### src/rtl/xlat_pkg.sv
package xlat_pkg;
    localparam int NCAUSE = 5;

    typedef enum logic {ST_RUN, ST_SOFT_RST} srst_state_e;

    localparam logic [7:0] OFF_REV    = 8'h00;
    localparam logic [7:0] OFF_SYSCFG = 8'h10;
    localparam logic [7:0] OFF_SYSSTA = 8'h14;
    localparam logic [7:0] OFF_IRQST  = 8'h18;
    localparam logic [7:0] OFF_IRQEN  = 8'h1C;
    localparam logic [7:0] OFF_WALK   = 8'h40;
    localparam logic [7:0] OFF_CTRL   = 8'h44;
    localparam logic [7:0] OFF_FADDR  = 8'h48;
    localparam logic [7:0] OFF_TTB    = 8'h4C;

    localparam int SYSCFG_SRST_BIT = 1;
endpackage

### src/rtl/xlat_srst_fsm.sv
module xlat_srst_fsm #(
    parameter int RST_CYCLES = 8
) (
    input  logic clk,
    input  logic rst_n,
    input  logic start,
    output logic busy,
    output logic done
);
    import xlat_pkg::*;

    localparam int CNT_W = $clog2(RST_CYCLES + 1);
    localparam logic [CNT_W-1:0] LAST = CNT_W'(RST_CYCLES - 1);

    srst_state_e state_q, state_d;
    logic [CNT_W-1:0] cnt_q, cnt_d;

    always_ff @(posedge clk or negedge rst_n) begin
        if (!rst_n) begin
            state_q <= ST_RUN;
            cnt_q   <= '0;
        end else begin
            state_q <= state_d;
            cnt_q   <= cnt_d;
        end
    end

    always_comb begin
        state_d = state_q;
        cnt_d   = cnt_q;
        busy    = 1'b0;
        done    = 1'b1;
        unique case (state_q)
            ST_RUN: begin
                if (start) begin
                    state_d = ST_SOFT_RST;
                    cnt_d   = '0;
                end
            end
            ST_SOFT_RST: begin
                busy = 1'b1;
                done = 1'b0;
                if (cnt_q == LAST) state_d = ST_RUN;
                else               cnt_d   = cnt_q + 1'b1;
            end
        endcase
    end
endmodule

### src/rtl/xlat_irq_unit.sv
module xlat_irq_unit #(
    parameter int NC = 5,
    parameter int VA_W = 32
) (
    input  logic          clk,
    input  logic          rst_n,
    input  logic          clear_all,
    input  logic [NC-1:0] pulse,
    input  logic [VA_W-1:0] fault_va,
    input  logic          en_wr,
    input  logic [NC-1:0] en_wdata,
    input  logic [NC-1:0] st_clr,
    output logic [NC-1:0] irq_en,
    output logic [NC-1:0] irq_stat,
    output logic [VA_W-1:0] fault_addr,
    output logic          irq
);
    logic pending;
    logic capture;

    assign pending = |(irq_stat & irq_en);
    assign capture = !clear_all && |(pulse & irq_en) && !pending;
    assign irq     = pending;

    always_ff @(posedge clk or negedge rst_n) begin
        if (!rst_n) begin
            irq_en     <= '0;
            irq_stat   <= '0;
            fault_addr <= '0;
        end else if (clear_all) begin
            irq_en     <= '0;
            irq_stat   <= '0;
            fault_addr <= '0;
        end else begin
            if (en_wr) irq_en <= en_wdata;
            irq_stat <= (irq_stat & ~st_clr) | pulse;
            if (capture) fault_addr <= fault_va;
        end
    end
endmodule

### src/rtl/xlat_ctl_regs.sv
module xlat_ctl_regs #(
    parameter int ADDR_W     = 8,
    parameter int DATA_W     = 32,
    parameter int RST_CYCLES = 8,
    parameter int TTB_ALIGN  = 14,
    parameter logic [3:0] REV_MAJOR = 4'd1,
    parameter logic [3:0] REV_MINOR = 4'd1
) (
    input  logic              clk,
    input  logic              rst_n,
    input  logic              bus_en,
    input  logic              bus_we,
    input  logic [ADDR_W-1:0] bus_addr,
    input  logic [DATA_W-1:0] bus_wdata,
    output logic [DATA_W-1:0] bus_rdata,
    input  logic [4:0]        fault_pulse,
    input  logic [DATA_W-1:0] fault_va,
    input  logic              walk_busy,
    output logic              irq,
    output logic              xlat_en,
    output logic              walk_en,
    output logic              emu_tlb_en,
    output logic [DATA_W-1:0] ttb_base,
    output logic [1:0]        idle_mode,
    output logic              auto_idle
);
    import xlat_pkg::*;

    localparam int NC = NCAUSE;

    logic srst_busy, reset_done;
    logic wr_ok;
    logic srst_start;
    logic [1:0] idle_q;
    logic       auto_q;
    logic [2:0] ctl_q;
    logic [DATA_W-1:TTB_ALIGN] ttb_q;
    logic [NC-1:0] irq_en, irq_stat, st_clr, pulse_ok;
    logic [DATA_W-1:0] fault_addr;

    function automatic logic hit(input logic [ADDR_W-1:0] a, input logic [7:0] off);
        return a == ADDR_W'(off);
    endfunction

    assign wr_ok      = bus_en && bus_we && !srst_busy;
    assign srst_start = wr_ok && hit(bus_addr, OFF_SYSCFG) && bus_wdata[SYSCFG_SRST_BIT];
    assign st_clr     = (wr_ok && hit(bus_addr, OFF_IRQST)) ? bus_wdata[NC-1:0] : '0;
    assign pulse_ok   = srst_busy ? '0 : fault_pulse;

    xlat_srst_fsm #(.RST_CYCLES(RST_CYCLES)) u_fsm (
        .clk   (clk),
        .rst_n (rst_n),
        .start (srst_start),
        .busy  (srst_busy),
        .done  (reset_done)
    );

    xlat_irq_unit #(.NC(NC), .VA_W(DATA_W)) u_irq (
        .clk        (clk),
        .rst_n      (rst_n),
        .clear_all  (srst_busy),
        .pulse      (pulse_ok),
        .fault_va   (fault_va),
        .en_wr      (wr_ok && hit(bus_addr, OFF_IRQEN)),
        .en_wdata   (bus_wdata[NC-1:0]),
        .st_clr     (st_clr),
        .irq_en     (irq_en),
        .irq_stat   (irq_stat),
        .fault_addr (fault_addr),
        .irq        (irq)
    );

    always_ff @(posedge clk or negedge rst_n) begin
        if (!rst_n) begin
            idle_q <= '0;
            auto_q <= 1'b0;
            ctl_q  <= '0;
            ttb_q  <= '0;
        end else if (srst_busy) begin
            idle_q <= '0;
            auto_q <= 1'b0;
            ctl_q  <= '0;
            ttb_q  <= '0;
        end else if (wr_ok) begin
            if (hit(bus_addr, OFF_SYSCFG)) begin
                idle_q <= bus_wdata[4:3];
                auto_q <= bus_wdata[0];
            end
            if (hit(bus_addr, OFF_CTRL)) ctl_q <= bus_wdata[3:1];
            if (hit(bus_addr, OFF_TTB))  ttb_q <= bus_wdata[DATA_W-1:TTB_ALIGN];
        end
    end

    assign xlat_en    = ctl_q[0];
    assign walk_en    = ctl_q[1];
    assign emu_tlb_en = ctl_q[2];
    assign ttb_base   = {ttb_q, {TTB_ALIGN{1'b0}}};
    assign idle_mode  = idle_q;
    assign auto_idle  = auto_q;

    always_comb begin
        bus_rdata = '0;
        if (bus_en && !bus_we) begin
            case (ADDR_W'(bus_addr))
                ADDR_W'(OFF_REV):    bus_rdata = DATA_W'({REV_MAJOR, REV_MINOR});
                ADDR_W'(OFF_SYSCFG): bus_rdata = DATA_W'({idle_q, 2'b00, auto_q});
                ADDR_W'(OFF_SYSSTA): bus_rdata = DATA_W'(reset_done);
                ADDR_W'(OFF_IRQST):  bus_rdata = DATA_W'(irq_stat);
                ADDR_W'(OFF_IRQEN):  bus_rdata = DATA_W'(irq_en);
                ADDR_W'(OFF_WALK):   bus_rdata = DATA_W'(walk_busy);
                ADDR_W'(OFF_CTRL):   bus_rdata = DATA_W'({ctl_q, 1'b0});
                ADDR_W'(OFF_FADDR):  bus_rdata = fault_addr;
                ADDR_W'(OFF_TTB):    bus_rdata = ttb_base;
                default:             bus_rdata = '0;
            endcase
        end
    end
endmodule

### config.mk
export PLATFORM = sky130hd
export DESIGN_NAME = xlat_ctl_regs
export DESIGN_NICKNAME = d
export VERILOG_FILES = /design/src/rtl/xlat_pkg.sv /design/src/rtl/xlat_srst_fsm.sv /design/src/rtl/xlat_irq_unit.sv /design/src/rtl/xlat_ctl_regs.sv
export SDC_FILE = /design/constraint.sdc
export NUM_CORES = 1
export LEC_CHECK = 0
export BUFFER_PORTS_ARGS = -buffer_cell sky130_fd_sc_hd__buf_2
export CELL_PAD_IN_SITES_DETAIL_PLACEMENT = 0
export CELL_PAD_IN_SITES_GLOBAL_PLACEMENT = 2
export CORE_MARGIN = 10
export CORE_UTILIZATION = 29
export CTS_CLUSTER_DIAMETER = 100
export DETAILED_ROUTE_END_ITERATION = 7
export PLACE_DENSITY = 0.9
export SYNTH_ARGS = -nofsm -noshare
export SYNTH_HDL_FRONTEND = slang
export SYNTH_SLANG_ARGS = --single-unit
### constraint.sdc
create_clock -name clk -period 2.1 [get_ports clk]
set_input_delay 0.42 -clock clk [delete_from_list [all_inputs] [get_ports clk]]
set_output_delay 0.42 -clock clk [all_outputs]
set_load 0.005 [all_outputs]
==> flow_summary.json <==
{
  "dp_hpwl_mm": 9.47,
  "max-slew-margin-rel_pct": 61.6,
  "critPathLaunch": "bus_addr[5]",
  "power_density_mw_per_mm2": 884,
  "grt_antenna_before_repair": 1,
  "tightest_slew_ns": 0.571,
  "numClockSinks": 71,
  "final_nets": 593,
  "syn_area_per_cell_um2": 10.7,
  "final_cells": 688,
  "synthTopCellsByArea": "dfrtp_1, mux2_2, nor2b_1",
  "grt_usage_pct": 14.3,
  "path_class": "in -> out",
  "whs_ns": 0.0331,
  "post-place-cells": 664,
  "reg2reg_depth": 5,
  "syn_inst": 358,
  "clk_path_buf_depth": 2,
  "wl_per_cell_um": 18.7,
  "min_path_type": "in -> async",
  "synth_edf_count": 0,
  "grt_pass1_wl_mm": 20.6,
  "final_common_cell": "buf_2",
  "mostFrequentLayoutCells": "buf_2, dfrtp_1, nor2_1, nor2b_1, buf_4",
  "via_per_inst": 4.92,
  "firstDrtPassIters": 4,
  "synth_area_mm2": 0.00381,
  "cts_tree": "done",
  "finalCriticalPeriod_ns": 2.15,
  "fp.dieW_um": 135,
  "clk_pin_slew_ns": 0.05,
  "dieArea_mm2": 0.0181,
  "synth_compound_area_share_pct": 13.8,
  "cts-root-buf": "clkbuf_16",
  "grt_max_degree": 38,
  "num_rows": 41,
  "vias": 3383,
  "yosysUniqueCellTypes": 44,
  "final_layout_size_suffix_gt1_share_pct": 45.8,
  "worstSetupEndpointType": "output pin",
  "setup_tns_ns": -0.399,
  "synth_ff_type": "dfrtp_1",
  "yosysWarnings": 0,
  "synth_area_leader_cell": "dfrtp_1",
  "ir_worst_vdd_v": 0.000351,
  "r2r_slack_ns": 0.19,
  "ys_async_sr_fraction_pct": 100,
  "wirelength_mm": 12.9,
  "reg2reg_from": "u_irq.irq_en[2]",
  "start_util_pct": 29.9,
  "port_buffers": 129,
  "slew_violations": 0,
  "synthMuxAreaShare_pct": 12.9,
  "ios": 153,
  "dp_slack_ns": -0.100,
  "core_area_mm2": 0.0128,
  "hold_violations": 0,
  "violations": "negative setup slack",
  "cts-buffers-inserted": 9,
  "max_cap_violations": 0,
  "die_h_um": 135,
  "status": "finished, violations left",
  "area_growth_pct": 39.7,
  "ys_seq_area_share_pct": 46.6,
  "setup.worst_path.end": "bus_rdata[15]",
  "fmax_ghz": 0.466,
  "ff_latch_area_mm2": 0.00178,
  "start_kind": "input port",
  "required_ns": 1.68,
  "synth-simple-area-share_pct": 19.2,
  "clk_latency_ns": 0.35,
  "fin_worst_skew_ns": 0.00875,
  "rsz0062_at_grt": "yes",
  "htreeDepth": 3,
  "cp_max_fo": 5,
  "cp.arrival_ns": 1.73,
  "nFillCells": 1281,
  "synth_top_family_by_area": "simple AND/OR/NAND/NOR gates",
  "drtAntennaViolNets": 0,
  "synth_seq_cells": 71,
  "rr_endpoint": "u_irq.fault_addr[16]",
  "netlist.area_leader.share_pct": 46.6,
  "drc": 0,
  "p_leak_nw": 2.70,
  "synth_xor_xnor_area_share_pct": 0.459,
  "cts_hold_buf": 0,
  "setup_viol": 17,
  "multi_input_area_mm2": 0.00191,
  "grt_overflow_total": 0,
  "fin_ws_ns": -0.0454,
  "synthAdderAreaFrac_pct": 0.328,
  "place_congestion": 0.850,
  "dr.first_iter.drc_count": 174,
  "grt_pass1_vias": 3722,
  "period_share_pct": 102
}
worst max-delay path, cell delays in order:
cell     delay [ns]
buf_12         0.11
nor4b_4        0.32
buf_4          0.17
and3_4         0.26
buf_12         0.14
a22oi_2        0.05
nor2_1         0.12
buf_2          0.13
worst min path at each step:
| stage | slack, ns | to | start | cells past startpoint |
|---|---|---|---|---|
| after floorplan | 0.12 | auto_idle | rst_n | 0 |
| after global placement | 0.41 | u_irq.fault_addr[3] | rst_n | 1 |
| after detailed placement | 0.42 | idle_mode[0] | rst_n | 1 |
| after CTS | 0.05 | u_fsm.state_q | rst_n | 1 |
| after global routing | 0.06 | idle_mode[0] | rst_n | 1 |
| final | 0.03 | idle_mode[0] | rst_n | 1 |
per-layer routing:
layer	up-vias	GRT usage [%]	share of wire, %
met2	124	22.5	47
met5	-	0	0
met3	9	5.12	8.8
met1	1668	17.9	43
li1	1582	-	-
met4	0	4.17	1.1
synthesized netlist by cell type, types with 5 or more instances:
master,instances
a21oi_1,10
a22o_1,18
a22oi_1,20
and3_1,16
buf_4,20
clkbuf_1,14
dfrtp_1,71
mux2_2,30
mux2i_1,11
nand2_1,7
nand3_1,11
nand4_1,8
nor2_1,37
nor2b_1,35
o21ai_0,5
layout make-up:
| type | instances | share of cell area (%) |
|---|---|---|
| inverters | 2 | 0.141 |
| clock inverters | 7 | 2.25 |
| diodes | 1 | 0.0470 |
| well taps | 172 | 4.04 |
| repair buffers | 168 | 20.1 |
| multi-input cells | 258 | 35.9 |
| clock buffers | 9 | 4.23 |
| flip-flops and latches | 71 | 33.4 |
cells by family (layout without fill, tap and decap cells):
logic type                 Yosys count  count (layout)
muxes                               44              44
buffers and inverters               42             186
other                                1              15
and+or+nand+nor                    128             128
adders and majority gates            1               1
DFF                                 71              71
AOI/OAI and AO/OA                   69              69
xor gates and xnor gates             2               2
power by group:
part	total [mW]	leakage, nW	switching [mW]	internal [mW]
Combinational	1.02	1.58	0.503	0.517
Clock	1.78	0.166	0.620	1.16
Sequential	1.91	0.957	0.209	1.70
Total	4.71	2.70	1.33	3.38
registers in the layout, indices dropped and copies added (netlist names):
name and flops:
u_fsm.cnt_q 4, u_irq.fault_addr 32, u_irq.irq_stat 5, ctl_q 3, u_fsm.state_q 1, ttb_q 18
idle_mode 2, auto_idle 1, u_irq.irq_en 5
repair_timing:
| action | CTS | global route |
|---|---|---|
| resized for setup | 7 | 19 |
| pin swaps | 1 | 6 |
| endpoints found under the setup margin | 27 | 32 |
| buffers inserted | 2 | 4 |
| gates cloned | 1 | 1 |
per-stage QoR:
step	util, %	total power, mW	instance area [um2]
CTS	40.6	4.75	5190
floorplan	-	2.54	3860
global route	41.7	5.00	5330
finish	41.7	4.71	5330
global placement	37.5	2.87	4790
detailed placement	37.5	2.92	4790
(Power assumes the default switching activity.)
